==> src/rtl/gpiot_pkg.sv <==
// Shared definitions for the GPIO interrupt port: register byte offsets and
// the per-pin trigger-field encoding. The encoding is decoded by the trigger
// detector and written by software, so its values are fixed.
package gpiot_pkg;

    typedef enum logic [1:0] {
        TRIG_LOW  = 2'b00,
        TRIG_HIGH = 2'b01,
        TRIG_RISE = 2'b10,
        TRIG_FALL = 2'b11
    } trig_mode_e;

    localparam int unsigned OFS_DATA   = 32'h00;
    localparam int unsigned OFS_DIR    = 32'h04;
    localparam int unsigned OFS_PAD    = 32'h08;
    localparam int unsigned OFS_CFG_LO = 32'h0C;
    localparam int unsigned OFS_CFG_HI = 32'h10;
    localparam int unsigned OFS_MASK   = 32'h14;
    localparam int unsigned OFS_STAT   = 32'h18;

endpackage

==> src/rtl/gpiot_sync.sv <==
// Multi-flop synchronizer for the asynchronous pad inputs.
// Assumes: STAGES >= 2; each bit is synchronized on its own (bits are
// independent pins, so no bus coherence is needed). Reset clears all stages.
module gpiot_sync #(
    parameter int unsigned W      = 32,
    parameter int unsigned STAGES = 2
) (
    input  logic         clk,
    input  logic         rst_n,
    input  logic [W-1:0] d,
    output logic [W-1:0] q
);

    logic [W-1:0] stage_q [STAGES];

    // Shift the pad levels through the synchronizer chain.
    always_ff @(posedge clk) begin
        if (!rst_n) begin
            for (int i = 0; i < STAGES; i++) stage_q[i] <= '0;
        end else begin
            stage_q[0] <= d;
            for (int i = 1; i < STAGES; i++) stage_q[i] <= stage_q[i-1];
        end
    end

    assign q = stage_q[STAGES-1];

endmodule

==> src/rtl/gpiot_trig.sv <==
// Per-pin trigger detection. Decodes each pin's 2-bit mode from the low or
// high configuration word and produces a one-cycle (edge) or continuous
// (level) hit. Assumes: sync_in is already synchronous to clk.
module gpiot_trig
    import gpiot_pkg::*;
#(
    parameter int unsigned HALF  = 16,
    localparam int unsigned N     = 2 * HALF,
    localparam int unsigned CFG_W = 2 * HALF
) (
    input  logic             clk,
    input  logic             rst_n,
    input  logic [N-1:0]     sync_in,
    input  logic [CFG_W-1:0] cfg_lo,
    input  logic [CFG_W-1:0] cfg_hi,
    output logic [N-1:0]     hit
);

    logic [N-1:0] prev_q;

    // Remember last cycle's synchronized levels for edge detection.
    always_ff @(posedge clk) begin
        if (!rst_n) prev_q <= '0;
        else        prev_q <= sync_in;
    end

    for (genvar p = 0; p < N; p++) begin : g_pin
        trig_mode_e mode_w;

        if (p < HALF) begin : g_lo
            assign mode_w = trig_mode_e'(cfg_lo[2*p +: 2]);
        end else begin : g_hi
            assign mode_w = trig_mode_e'(cfg_hi[2*(p-HALF) +: 2]);
        end

        assign hit[p] = (mode_w == TRIG_LOW)  ? !sync_in[p] :
                        (mode_w == TRIG_HIGH) ?  sync_in[p] :
                        (mode_w == TRIG_RISE) ? ( sync_in[p] && !prev_q[p]) :
                                                (!sync_in[p] &&  prev_q[p]);

        // a rising-mode hit only follows a 0 -> 1 step of the input
        assert_rise_only_R5: assert property (@(posedge clk) disable iff (!rst_n)
            (mode_w == TRIG_RISE && hit[p]) |-> (sync_in[p] && !$past(sync_in[p])));

        // a falling-mode hit only follows a 1 -> 0 step of the input
        assert_fall_only_R6: assert property (@(posedge clk) disable iff (!rst_n)
            (mode_w == TRIG_FALL && hit[p]) |-> (!sync_in[p] && $past(sync_in[p])));
    end

endmodule

==> src/rtl/gpiot_status.sv <==
// Sticky interrupt status with write-one-to-clear, plus mask gating into
// the low-half and high-half interrupt lines. Assumes: clr is already
// qualified by a status-register write; a hit in the same cycle wins.
module gpiot_status #(
    parameter int unsigned HALF = 16,
    localparam int unsigned N   = 2 * HALF
) (
    input  logic         clk,
    input  logic         rst_n,
    input  logic [N-1:0] hit,
    input  logic [N-1:0] clr,
    input  logic [N-1:0] mask,
    output logic [N-1:0] status_q,
    output logic         irq_lo,
    output logic         irq_hi
);

    // Capture trigger hits; clear written ones unless a hit arrives.
    always_ff @(posedge clk) begin
        if (!rst_n) status_q <= '0;
        else        status_q <= (status_q & ~clr) | hit;
    end

    // Reduce the enabled pending flags of each half to its output.
    always_comb begin
        irq_lo = |(status_q[HALF-1:0] & mask[HALF-1:0]);
        irq_hi = |(status_q[N-1:HALF] & mask[N-1:HALF]);
    end

    // a cleared bit without a concurrent hit is zero afterwards
    assert_w1c_R8: assert property (@(posedge clk) disable iff (!rst_n)
        (|(clr & ~hit)) |=> ((status_q & $past(clr & ~hit)) == '0));

    // no status bit rises without a hit
    assert_no_spurious_R8: assert property (@(posedge clk) disable iff (!rst_n)
        1'b1 |=> ((status_q & ~$past(status_q) & ~$past(hit)) == '0));

    // every hit is recorded, even against a clear
    assert_set_wins_R9: assert property (@(posedge clk) disable iff (!rst_n)
        (|hit) |=> ((status_q & $past(hit)) == $past(hit)));

    // a fully masked port never raises a half output
    assert_mask_gate_R11: assert property (@(posedge clk) disable iff (!rst_n)
        (mask == '0) |-> (!irq_lo && !irq_hi));

endmodule

==> src/rtl/gpiot_port.sv <==
// GPIO port top: register file, read multiplexer, pad drive, and the
// wiring of synchronizer, trigger detector and interrupt status.
// Assumes: single-cycle bus, byte offsets on bus_addr, reads combinational,
// writes registered; reset is synchronous and active low.
module gpiot_port
    import gpiot_pkg::*;
#(
    parameter int unsigned HALF_PINS   = 16,
    parameter int unsigned SYNC_STAGES = 2,
    parameter int unsigned ADDR_W      = 5,
    localparam int unsigned NPINS      = 2 * HALF_PINS,
    localparam int unsigned CFG_W      = 2 * HALF_PINS
) (
    input  logic              clk,
    input  logic              rst_n,
    input  logic              bus_sel,
    input  logic              bus_wr,
    input  logic [ADDR_W-1:0] bus_addr,
    input  logic [NPINS-1:0]  bus_wdata,
    output logic [NPINS-1:0]  bus_rdata,
    input  logic [NPINS-1:0]  pad_in,
    output logic [NPINS-1:0]  pad_out,
    output logic [NPINS-1:0]  pad_oe,
    output logic              irq_lo,
    output logic              irq_hi,
    output logic              irq_any
);

    logic [NPINS-1:0] data_q, dir_q, mask_q;
    logic [CFG_W-1:0] cfg_lo_q, cfg_hi_q;
    logic [NPINS-1:0] pad_sync, hit, clr, status;
    logic             wr_en;

    assign wr_en = bus_sel && bus_wr;

    // Registered writes to the software-owned registers.
    always_ff @(posedge clk) begin
        if (!rst_n) begin
            data_q   <= '0;
            dir_q    <= '0;
            cfg_lo_q <= '0;
            cfg_hi_q <= '0;
            mask_q   <= '0;
        end else if (wr_en) begin
            case (bus_addr)
                ADDR_W'(OFS_DATA):   data_q   <= bus_wdata;
                ADDR_W'(OFS_DIR):    dir_q    <= bus_wdata;
                ADDR_W'(OFS_CFG_LO): cfg_lo_q <= bus_wdata[CFG_W-1:0];
                ADDR_W'(OFS_CFG_HI): cfg_hi_q <= bus_wdata[CFG_W-1:0];
                ADDR_W'(OFS_MASK):   mask_q   <= bus_wdata;
                default: ;
            endcase
        end
    end

    // Write-one-to-clear vector for the status register.
    always_comb begin
        clr = '0;
        if (wr_en && bus_addr == ADDR_W'(OFS_STAT)) clr = bus_wdata;
    end

    // Same-cycle read multiplexer; unmapped offsets read zero.
    always_comb begin
        bus_rdata = '0;
        if (bus_sel && !bus_wr) begin
            case (bus_addr)
                ADDR_W'(OFS_DATA):   bus_rdata = data_q;
                ADDR_W'(OFS_DIR):    bus_rdata = dir_q;
                ADDR_W'(OFS_PAD):    bus_rdata = pad_sync;
                ADDR_W'(OFS_CFG_LO): bus_rdata = NPINS'(cfg_lo_q);
                ADDR_W'(OFS_CFG_HI): bus_rdata = NPINS'(cfg_hi_q);
                ADDR_W'(OFS_MASK):   bus_rdata = mask_q;
                ADDR_W'(OFS_STAT):   bus_rdata = status;
                default:             bus_rdata = '0;
            endcase
        end
    end

    assign pad_out = data_q;
    assign pad_oe  = dir_q;
    assign irq_any = irq_lo || irq_hi;

    gpiot_sync #(.W(NPINS), .STAGES(SYNC_STAGES)) u_sync (
        .clk   (clk),
        .rst_n (rst_n),
        .d     (pad_in),
        .q     (pad_sync)
    );

    gpiot_trig #(.HALF(HALF_PINS)) u_trig (
        .clk     (clk),
        .rst_n   (rst_n),
        .sync_in (pad_sync),
        .cfg_lo  (cfg_lo_q),
        .cfg_hi  (cfg_hi_q),
        .hit     (hit)
    );

    gpiot_status #(.HALF(HALF_PINS)) u_status (
        .clk      (clk),
        .rst_n    (rst_n),
        .hit      (hit),
        .clr      (clr),
        .mask     (mask_q),
        .status_q (status),
        .irq_lo   (irq_lo),
        .irq_hi   (irq_hi)
    );

    // the combined line needs at least one enabled pin
    assert_any_needs_mask_R12: assert property (@(posedge clk) disable iff (!rst_n)
        irq_any |-> (mask_q != '0));

    // the combined line follows a raised half line
    assert_any_covers_R12: assert property (@(posedge clk) disable iff (!rst_n)
        (irq_lo || irq_hi) |-> irq_any);

endmodule

==> config.mk <==
export PLATFORM = sky130hd
export DESIGN_NAME = gpiot_port
export DESIGN_NICKNAME = d
export VERILOG_FILES = /design/src/rtl/gpiot_pkg.sv /design/src/rtl/gpiot_sync.sv /design/src/rtl/gpiot_trig.sv /design/src/rtl/gpiot_status.sv /design/src/rtl/gpiot_port.sv
export SDC_FILE = /design/constraint.sdc
export NUM_CORES = 1
export LEC_CHECK = 0
export CELL_PAD_IN_SITES_DETAIL_PLACEMENT = 0
export CELL_PAD_IN_SITES_GLOBAL_PLACEMENT = 1
export CORE_MARGIN = 2
export CORE_UTILIZATION = 45
export CTS_CLUSTER_DIAMETER = 120
export CTS_CLUSTER_SIZE = 28
export DETAILED_ROUTE_END_ITERATION = 10
export DONT_BUFFER_PORTS = 1
export GPL_ROUTABILITY_DRIVEN = 0
export PLACE_DENSITY = 0.8
export SKIP_LAST_GASP = 1
export SYNTH_ARGS = -nofsm -noshare
export SYNTH_HDL_FRONTEND = slang
export SYNTH_SLANG_ARGS = --single-unit
export TNS_END_PERCENT = 100
==> constraint.sdc <==
create_clock -name clk -period 2.8 [get_ports clk]
set_input_delay 0.56 -clock clk [delete_from_list [all_inputs] [get_ports clk]]
set_output_delay 0.56 -clock clk [all_outputs]
set_load 0.02 [all_outputs]
==> key figures, run 1 <==
Synthesis
  • Area share of the largest cell type after synthesis: between 40% and 50%
  • Gate Count Post-Synth: roughly 1400
  • Syn Area/Cell: 8.98 um^2
  • Commonest cells in the netlist: nand2_1 (322), dfxtp_1 (288), a21boi_0 (128), and2_1 (97), nor2_1 (65)
  • Top-count cell post-synth: nand2_1
  • Post-synth EDFFs: 0
  • Synth area leaders: dfxtp_1 (44%), nand2_1 (9.3%), a21boi_0 (7.4%)
  • Async S/R FF share, synth: 0%
  • Largest area contributor in the synthesized netlist: dfxtp_1
  • Top_reg_cell synth: dfxtp_1
  • Seq/Total Area, Yosys: roughly 44%
  • Synthesized cell area: 13000 um^2
  • Synth Register Bits: 288
  • Post-synthesis cell type count: 45
  • Net Count, Synth: 1521
  • Yosys warnings: 0

Die
  • Die Y: 174 um
  • Horiz. Die Dim: 174 um
  • Core Area: 28500 um^2
  • Initial Utilization: 45.5%
  • Row Count: 62
  • I/O pin total: 172
  • Die area: roughly 30000 um^2

CTS
  • CTS tree: built
  • CTS Hold Buffers Added: 0
  • Clock H-tree levels: 1
  • Bufs on Longest Clock Path: 3
  • CTS Buf Count: 14
  • Clock-pin slew on the worst setup and hold paths: approximately 120 ps
  • Skew-Pair Late Insertion Delay: 510 ps
  • Clock root buffer: clkbuf_16
  • Clock Sinks: 288

Setup path
  • Crit-path max FO: 6
  • Worst Path Required: 2240 ps
  • Crit path arrival time: around 2100 ps
  • Worst Setup Start Kind: register
  • Max incr delay on CP: 450 ps
  • Crit-path cells: mux2_1 -> a22o_1 -> a222oi_1 -> nor2_1 -> buf_4
  • CP max stage cell: dfxtp_1
  • Crit. End Element: output pin
  • Crit path kind: reg2out

Timing
  • Slew @ Worst Pin: between 500 and 600 ps
  • Min Tclk post-route: about 2700 ps
  • Final hold violation count: 0
  • Final Cycle Share: a little over nine tenths
  • RSZ-0062 raised after global routing: false
  • Pins over their slew limit: 0
  • Final setup violation count: 0
  • Worst clock skew: 27.2 ps
  • Setup TNS Final: 0 ps
  • Slew HR: 60.8%
  • Peak Freq: 0.373 GHz
  • Fin Hold WS: 167 ps

Power
  • VDD IR max: 0.402 mV
  • Leak: 4.89 nW
  • PwrDens: 500 nW/um^2

Route
  • Drc violations: 0
  • DR vias/cell: 5.89
  • Pre-Repair DR Iteration Count: 6
  • Via count: 10600
  • Mean routed wirelength per cell: 23.1 um
  • Post-Route WL: 41700 um
  • Initial DRC Count: about 1200
  • Post-route ant nets: 0

Global route
  • First-pass GRT wire length: 62600 um
  • Initial antenna violation count: 1
  • Total GRT Usage: 26.9%
  • Vias in the first global route: ~9600
  • Largest net degree at the start of global routing: 289
  • GR Overflow Total: 0

Flow run
  • Maximum Capacitance Violations: 0

Cells and area
  • Antenna Cells: 0
  • Reg area: 5770 um^2
  • Area of the multi-input gates: 6790 um^2
  • Nets: 1494
  • Fillers: 2784
  • Final Util: 48.8%
  • Area growth syn-to-layout: 7.19%
  • Ratio of cells with drive above 1 in the final layout: 8.79%

Place
  • HPWL after DPL: between 20000 and 30000 um
  • PortBufs: 0

Hold path
  • Hold Crit Class: in2reg

Outcome
  • Status: finished clean
## final cells by class
cell class | count | area share, %
Clock inverter | 2 | 0.180
Sequential cell | 288 | 41.4
Tap cell | 384 | 3.45
Timing Repair Buffer | 60 | 3.59
Multi-Input combinational cell | 1057 | 48.7
Clock buffer | 15 | 2.69
## routing by layer
| layer | track usage (%) | vias to the layer above | routed length, um |
|---|---|---|---|
| met3 | 6.23 | 48 | 4380 |
| met4 | 4.90 | 0 | 720 |
| met1 | 40.0 | 5164 | 18700 |
| li1 | - | 4981 | - |
| met5 | 0 | - | 0 |
| met2 | 39.9 | 439 | 17900 |
## timing repair
item,4_1_cts,5_1_grt
gates resized for setup,0,1
endpoints found under the hold margin,0,0
endpoints found under the setup margin,0,1
setup buffers,0,1
## cells in the final DEF, fill, tap and decap left out, types with 21 or more instances in the layout
cell        n
a21boi_0  128
a22o_1     50
nand2_1   322
a21boi_1   64
a222oi_1   21
and2_1     97
and3b_1    31
nor2_1     65
nand2b_1   30
nand3b_1   32
a31oi_1    31
buf_4      56
nor3_1     31
dfxtp_1   288
o21a_1     32
mux2_2     28
## kinds of logic after synthesis
| kind of cell | after synthesis | share of synthesized area (%) |
|---|---|---|
| and+or+nand+nor | 632 | 24.0 |
| AOI/OAI and AO/OA | 359 | 21.5 |
| DFF | 288 | 44.3 |
| buffers and inverters | 103 | 3.73 |
| muxes | 65 | 6.39 |
| xor gates and xnor gates | 1 | 0.0674 |
## flip-flops by register name, indices dropped and copies added (netlist names)
| name | count |
|---|---|
| cfg_hi_q | 32 |
| cfg_lo_q | 32 |
| mask_q | 32 |
| pad_oe | 32 |
| pad_out | 32 |
| u_status.status_q | 32 |
| u_sync.stage_q | 64 |
| u_trig.prev_q | 32 |
## power by group
group | switching (mW) | internal (mW)
clock | 1.36 | 0.991
sequential | 0.102 | 4.19
combinational | 0.136 | 0.185
total | 1.60 | 5.37
## critical path, delay by kind of cell, from the launching register on
family | cells | cell delay [ps]
AO/OA/AOI/OAI | 2 | 540
buffers and inverters | 1 | 170
flip-flops | 1 | 450
AND/OR/NAND/NOR | 1 | 70
multiplexers | 1 | 400
## path summary, 6_finish.rpt
| kind | from | endpoint | slack [ps] | depth (start not counted) |
|---|---|---|---|---|
| max | u_sync.stage_q[0][54]$_SDFF_PN0_ | bus_rdata[22] | 120 | 5 |
| min | bus_wdata[1] | cfg_hi_q[1]$_SDFFE_PN0P_ | 170 | 2 |
| min reg2reg | u_sync.stage_q[0][18]$_SDFF_PN0_ | u_sync.stage_q[0][50]$_SDFF_PN0_ | 430 | 1 |
| max reg2reg | u_sync.stage_q[0][54]$_SDFF_PN0_ | u_status.status_q[22]$_SDFF_PN0_ | 1450 | 4 |
## stage by stage
| stage | area [um^2] | std cells | power [mW] | setup slack [ps] |
|---|---|---|---|---|
| floorplan | 13000 | 1448 | 4.67 | 418 |
| global placement | 13500 | 1788 | 4.69 | 394 |
| detailed placement | 13500 | 1788 | 4.70 | 404 |
| CTS | 13900 | 1805 | 7.00 | 28.6 |
| global route | 13900 | 1806 | 7.19 | 21.6 |
| finish | 13900 | 1806 | 6.97 | 122 |
(Power assumes the default switching activity.)
==> inputs of run 2 (changes only) <==
==> constraint.sdc (replaced) <==
create_clock -name clk -period 2.8 [get_ports clk]
set_input_delay 0.14 -clock clk [delete_from_list [all_inputs] [get_ports clk]]
set_output_delay 0.14 -clock clk [all_outputs]
set_load 0.02 [all_outputs]
==> run 2 against run 1 <==
Register-to-register slack lost 420 ps. Power grew 3.3%. Maximum frequency grew 4.2%. Combinational power grew 69%. Non-clock buffer count grew 136. Critical path type unchanged. Largest power group unchanged. Largest cell class unchanged.
==> key figures, run 2 (same netlist as run 1, synthesis figures left out) <==
Outcome
  • Status: finished clean

Cells and area
  • Biggest register: u_sync.stage_q
  • Largest register FFs: 64
  • Ratio of cells with drive above 1 in the final layout: between 7 and 8%
  • Area of the multi-input gates: 6790 um^2
  • Fillers: 2690
  • Commonest non-fill, non-tap cell in the layout: nand2_1
  • Nets: 1630
  • Most frequent cells in the layout: nand2_1 (322), dfxtp_1 (288), dlygate4sd3_1 (141), a21boi_0 (128), and2_1 (97)
  • Area growth syn-to-layout: 17.8%
  • Reg area: about 5800 um^2

Route
  • Post-Route WL: 44500 um
  • Routed wl met3: between 4000 and 5000 um
  • Mean routed wirelength per cell: between 20 and 25 um
  • Via count: 11300
  • Wl on met1: about 20000 um
  • Drc violations: 0
  • Pre-Repair DR Iteration Count: 6
  • Initial DRC Count: between 1000 and 1500
  • DR vias/cell: 5.79
  • Metal2 WL: 19200 um
  • Post-route ant nets: 0
  • Highest routed layer: met5

Flow run
  • Maximum Capacitance Violations: 0

Power
  • P_sw: around 1.8 mW
  • Reg power frac: 59.5%
  • Combinational share of power: between 7 and 8%
  • Clock Power Share: 32.9%
  • PwrDens: approximately 470 nW/um^2
  • VDD IR max: around 0.44 mV
  • Leak: 5.61 nW
  • Net Sw Frac: 24.3%
  • Int Pwr: 5.45 mW

CTS
  • CTS tree: built
  • Clock Sinks: roughly 290
  • Clock-pin slew on the worst setup and hold paths: 120 ps
  • CTS Buf Count: 14
  • Postcts setup bufs: 0
  • Clock H-tree levels: 1
  • Clock root buffer: clkbuf_16
  • Bufs on Longest Clock Path: 3
  • Skew-Pair Late Insertion Delay: 520 ps

Timing
  • Final setup violation count: 0
  • Peak Freq: between 0.3 and 0.4 GHz
  • Worst clock skew: 33.4 ps
  • Pins over their slew limit: 0
  • Final hold violation count: 0
  • Final worst slack: roughly 230 ps
  • Slew @ Worst Pin: ~750 ps
  • Setup TNS Final: 0 ps
  • Slew HR: 50.1%
  • Min Tclk post-route: 2570 ps
  • Final Cycle Share: 91.8%
  • RSZ-0062 raised after global routing: false

Place
  • Setup slack at placement: roughly 770 ps
  • HPWL after DPL: approximately 29000 um
  • PortBufs: 0

Setup path
  • Worst r2r src: u_sync.stage_q[0][63]$_SDFF_PN0_
  • Crit path kind: reg2out
  • Worst Setup Start Kind: register
  • Crit-path max FO: 3
  • Worst Path Required: about 2700 ps
  • Crit. End Element: output pin
  • Crit path arrival time: 2430 ps
  • Worst Setup SP: u_status.status_q[10]$_SDFF_PN0_

Global route
  • Initial antenna violation count: 6
  • First-pass GRT wire length: 66500 um
  • Vias in the first global route: 10500
  • Total GRT Usage: 28.6%
  • GR Overflow Total: 0
  • Largest net degree at the start of global routing: around 220

Die
  • Core Area: 28500 um^2
  • I/O pin total: 172
  • Horiz. Die Dim: between 150 and 200 um
  • Initial Utilization: a little under half
  • Die area: 30300 um^2
  • Row Count: 62
  • Die Y: 174 um

Hold path
  • Hold Crit Class: in2reg
  • Hold_sp: bus_addr[4]
-- run 2: worst paths after layout --
kind	end	slack, ps	cells after the start
worst min-delay path	pad_oe[26]$_SDFFE_PN0P_	30	4
worst min register to register	u_sync.stage_q[0][51]$_SDFF_PN0_	430	1
worst max register to register	u_status.status_q[31]$_SDFF_PN0_	1030	5
worst max-delay path	irq_any	230	4
-- run 2: layer usage --
| metal | track usage [%] | up-vias |
|---|---|---|
| met4 | 6.93 | 2 |
| met5 | 0 | - |
| met2 | 43.4 | 521 |
| met3 | 6.96 | 64 |
| li1 | - | 5252 |
| met1 | 41.1 | 5430 |
-- run 2: power groups by stage --
stage,combinational [mW],clock [mW],sequential [mW]
2_1_floorplan,0.337,0,4.33
4_1_cts,0.534,2.42,4.28
5_1_grt,0.577,2.54,4.29
3_5_place_dp,0.326,0,4.37
3_3_place_gp,0.323,0,4.37
6_report,0.545,2.37,4.28
-- run 2: critical path: stages (launching register included) --
cell,delay [ps]
dfxtp_1,350
a22o_1,230
a221oi_1,340
nand4_1,480
or2_2,520
-- run 2: through the flow --
stage	area, um^2	hold slack (ps)	std cells	utilization, %	power, mW
floorplan	13000	267	1448	-	4.67
global placement	13500	271	1783	47.2	4.69
detailed placement	13500	270	1783	47.2	4.70
CTS	15300	10.5	1941	53.6	7.23
global route	15300	19.6	1944	53.6	7.41
finish	15300	33.7	1946	53.6	7.20
-- run 2: cell type report --
cell class                      count  share of cell area [%]
Multi-Input combinational cell   1057                    44.3
Sequential cell                   288                    37.7
Timing Repair Buffer              196                    12.2
Tap cell                          384                    3.14
Clock buffer                       15                    2.45
Clock inverter                      1                   0.131
Antenna cell                        5                  0.0817
-- run 2: timing repair --
| item | in CTS | in global routing |
|---|---|---|
| hold buffers | 142 | 0 |
| setup endpoints to repair | 0 | 0 |
| hold endpoints to repair | 288 | 0 |
| resized for setup | 0 | 0 |
==> inputs of run 3 (changes only) <==
--- a/config.mk
+++ b/config.mk
@@ -7,14 +7,16 @@
 export LEC_CHECK = 0
 export CELL_PAD_IN_SITES_DETAIL_PLACEMENT = 0
 export CELL_PAD_IN_SITES_GLOBAL_PLACEMENT = 1
+export CORE_ASPECT_RATIO = 0.6
 export CORE_MARGIN = 2
 export CORE_UTILIZATION = 45
 export CTS_CLUSTER_DIAMETER = 120
 export CTS_CLUSTER_SIZE = 28
 export DETAILED_ROUTE_END_ITERATION = 10
 export DONT_BUFFER_PORTS = 1
-export GPL_ROUTABILITY_DRIVEN = 0
+export GPL_ROUTABILITY_DRIVEN = 1
 export PLACE_DENSITY = 0.8
+export SKIP_CTS_REPAIR_TIMING = 1
 export SKIP_LAST_GASP = 1
 export SYNTH_ARGS = -nofsm -noshare
 export SYNTH_HDL_FRONTEND = slang
==> run 3 against run 2 <==
Non-clock buffer count down 34. Cell area down 1.9%. Register-to-register slack better by 310 ps. Global-route usage down 1.0 points. Clock skew down 4.2 ps. Die area up 0.15%. Core utilization down 1.1 points. Critical endpoint unchanged. Highest routed layer unchanged.
==> key figures, run 3 (same netlist as run 1, synthesis figures left out) <==
Outcome
  • Status: finished clean

CTS
  • Clock root buffer: clkbuf_16
  • Bufs on Longest Clock Path: 3
  • Clock-pin slew on the worst setup and hold paths: 120 ps
  • CTS Buf Count: 14
  • Skew-Pair Late Insertion Delay: 520 ps
  • Clock H-tree levels: 1
  • Clock Sinks: 288
  • CTS tree: built

Hold path
  • Hold Path Stages: 3
  • Hold Crit Class: in2reg
  • Hold_sp: bus_addr[4]
  • Worst Hold End: mask_q[29]$_SDFFE_PN0P_

Power
  • Clock Power Share: 32.6%
  • Net Sw Frac: 24.8%
  • PwrDens: 479 nW/um^2
  • Reg power frac: 59.6%
  • Leak: 5.42 nW
  • P_sw: 1.79 mW
  • VDD IR max: around 0.33 mV
  • Combinational share of power: approximately 7.8%
  • Int Pwr: roughly 5.4 mW

Timing
  • Min Tclk post-route: 2410 ps
  • Final worst slack: between 300 and 400 ps
  • Final setup violation count: 0
  • Pins over their slew limit: 0
  • RSZ-0062 raised after global routing: false
  • Peak Freq: approximately 0.42 GHz
  • Setup TNS Final: 0 ps
  • Slew @ Worst Pin: 787 ps
  • Slew HR: 47.6%
  • Final Cycle Share: about 86%
  • Fin Hold WS: 2.67 ps
  • Worst clock skew: 29.2 ps
  • Final hold violation count: 0

Setup path
  • Max incr delay on CP: 460 ps
  • CP max stage cell: or2_2
  • Crit. End Element: output pin
  • Worst Setup Start Kind: register
  • Critical path buffer and inverter count: 0
  • Worst r2r src: pad_oe[18]$_SDFFE_PN0P_
  • Crit-path max FO: 3
  • R2r setup slk: 1340 ps
  • Worst Path Required: 2660 ps
  • Worst R2R End: pad_oe[18]$_SDFFE_PN0P_
  • Crit-path cells: a22o_1 -> a221oi_1 -> nand4_1 -> or2_2
  • Crit path arrival time: about 2300 ps
  • Crit path kind: reg2out
  • CP top delay family: simple AND/OR/NAND/NOR gates
  • Worst R2R Path Depth: 3
  • CP Depth: 4

Route
  • Mean routed wirelength per cell: between 20 and 25 um
  • DR vias/cell: 5.95
  • Drc violations: 0
  • Pre-Repair DR Iteration Count: 9
  • Post-route ant nets: 0
  • Initial DRC Count: 1458
  • Via count: 11300
  • Post-Route WL: 46000 um

Global route
  • First-pass GRT wire length: slightly above 60000 um
  • Global Route met2 Usage: a little over a third
  • Grt met1 use: 43.1%
  • Vias in the first global route: 9194
  • Total GRT Usage: ~28%
  • Initial antenna violation count: 8
  • Grt peak-use layer: met1
  • Met3 Use GR: under 10%
  • GR Overflow Total: 0
  • Largest net degree at the start of global routing: roughly 290

Cells and area
  • Largest register FFs: 64
  • Commonest non-fill, non-tap cell in the layout: nand2_1
  • Reg area: about 5800 um^2
  • Nets: approximately 1600
  • Area of the multi-input gates: 6790 um^2
  • Fillers: between 2000 and 3000
  • Most frequent cells in the layout: nand2_1 (322), dfxtp_1 (288), dlygate4sd3_1 (139), a21boi_0 (128), and2_1 (97)
  • Ratio of cells with drive above 1 in the final layout: 5.71%
  • Biggest register: u_sync.stage_q
  • Area growth syn-to-layout: 15.5%

Place
  • PortBufs: 0
  • HPWL after DPL: 30200 um
  • RD Place Congestion: approximately 0.92
  • Setup slack at placement: 923 ps

Die
  • Core Area: 28600 um^2
  • Initial Utilization: 45.5%
  • Die Y: 136 um
  • Die area: 30300 um^2
  • Horiz. Die Dim: ~220 um
  • Row Count: 48
  • I/O pin total: 172

Flow run
  • Maximum Capacitance Violations: 0
[run 3: cell count changes in the layout (fill, tap and decap cells not counted)]
| cell | delta |
|---|---|
| diode_2 | -2 |
| clkbuf_16 | -1 |
| clkinv_8 | +1 |
| buf_4 | -31 |
| dlygate4sd3_1 | -2 |
| buf_12 | -1 |
[run 3: worst min-delay path: cells and delay by family]
| family | cells | cell delay [ps] |
|---|---|---|
| AND/OR/NAND/NOR | 2 | 250 |
| AO/OA/AOI/OAI | 1 | 70 |
[run 3: worst max path at each step]
| stage | start | end | slack, ps |
|---|---|---|---|
| after floorplan | u_status.status_q[15]$_SDFF_PN0_ | irq_any | 1240 |
| after global placement | u_status.status_q[29]$_SDFF_PN0_ | irq_any | 940 |
| after detailed placement | u_status.status_q[29]$_SDFF_PN0_ | irq_any | 920 |
| after CTS | u_status.status_q[29]$_SDFF_PN0_ | irq_any | 350 |
| after global routing | u_status.status_q[29]$_SDFF_PN0_ | irq_any | 310 |
| final | u_status.status_q[29]$_SDFF_PN0_ | irq_any | 390 |
[run 3: metal layers]
metal  wire length, um  part of all wire, %  vias to the layer above
met5                50                 0.11                        -
met4               970                  2.1                        8
met3              6080                   13                       70
met2             17500                   38                      577
met1             21300                   46                     5442
li1                  -                    -                     5206
[run 3: power groups by stage]
stage	combinational, mW	clock, mW	sequential, mW
5_1_grt	0.593	2.49	4.30
2_1_floorplan	0.337	0	4.33
3_5_place_dp	0.326	0	4.38
6_report	0.559	2.35	4.29
4_1_cts	0.327	2.36	4.28
3_3_place_gp	0.320	0	4.37
[run 3: stage by stage]
stage | std cells | cell area (um^2) | total power [mW] | utilization [%]
after floorplan | 1448 | 13000 | 4.67 | -
after global routing | 1899 | 15000 | 7.38 | 52.5
after detailed placement | 1742 | 13200 | 4.70 | 46.2
after CTS | 1758 | 13600 | 6.97 | 47.5
final | 1901 | 15000 | 7.20 | 52.5
after global placement | 1742 | 13200 | 4.69 | 46.2
[run 3: final cells by class]
cell class / count / area share, %
diodes: 3 / 0.0500
clock buffers: 14 / 2.33
clock inverters: 2 / 0.242
multi-input cells: 1057 / 45.2
flip-flops and latches: 288 / 38.4
well taps: 375 / 3.13
repair buffers: 162 / 10.6
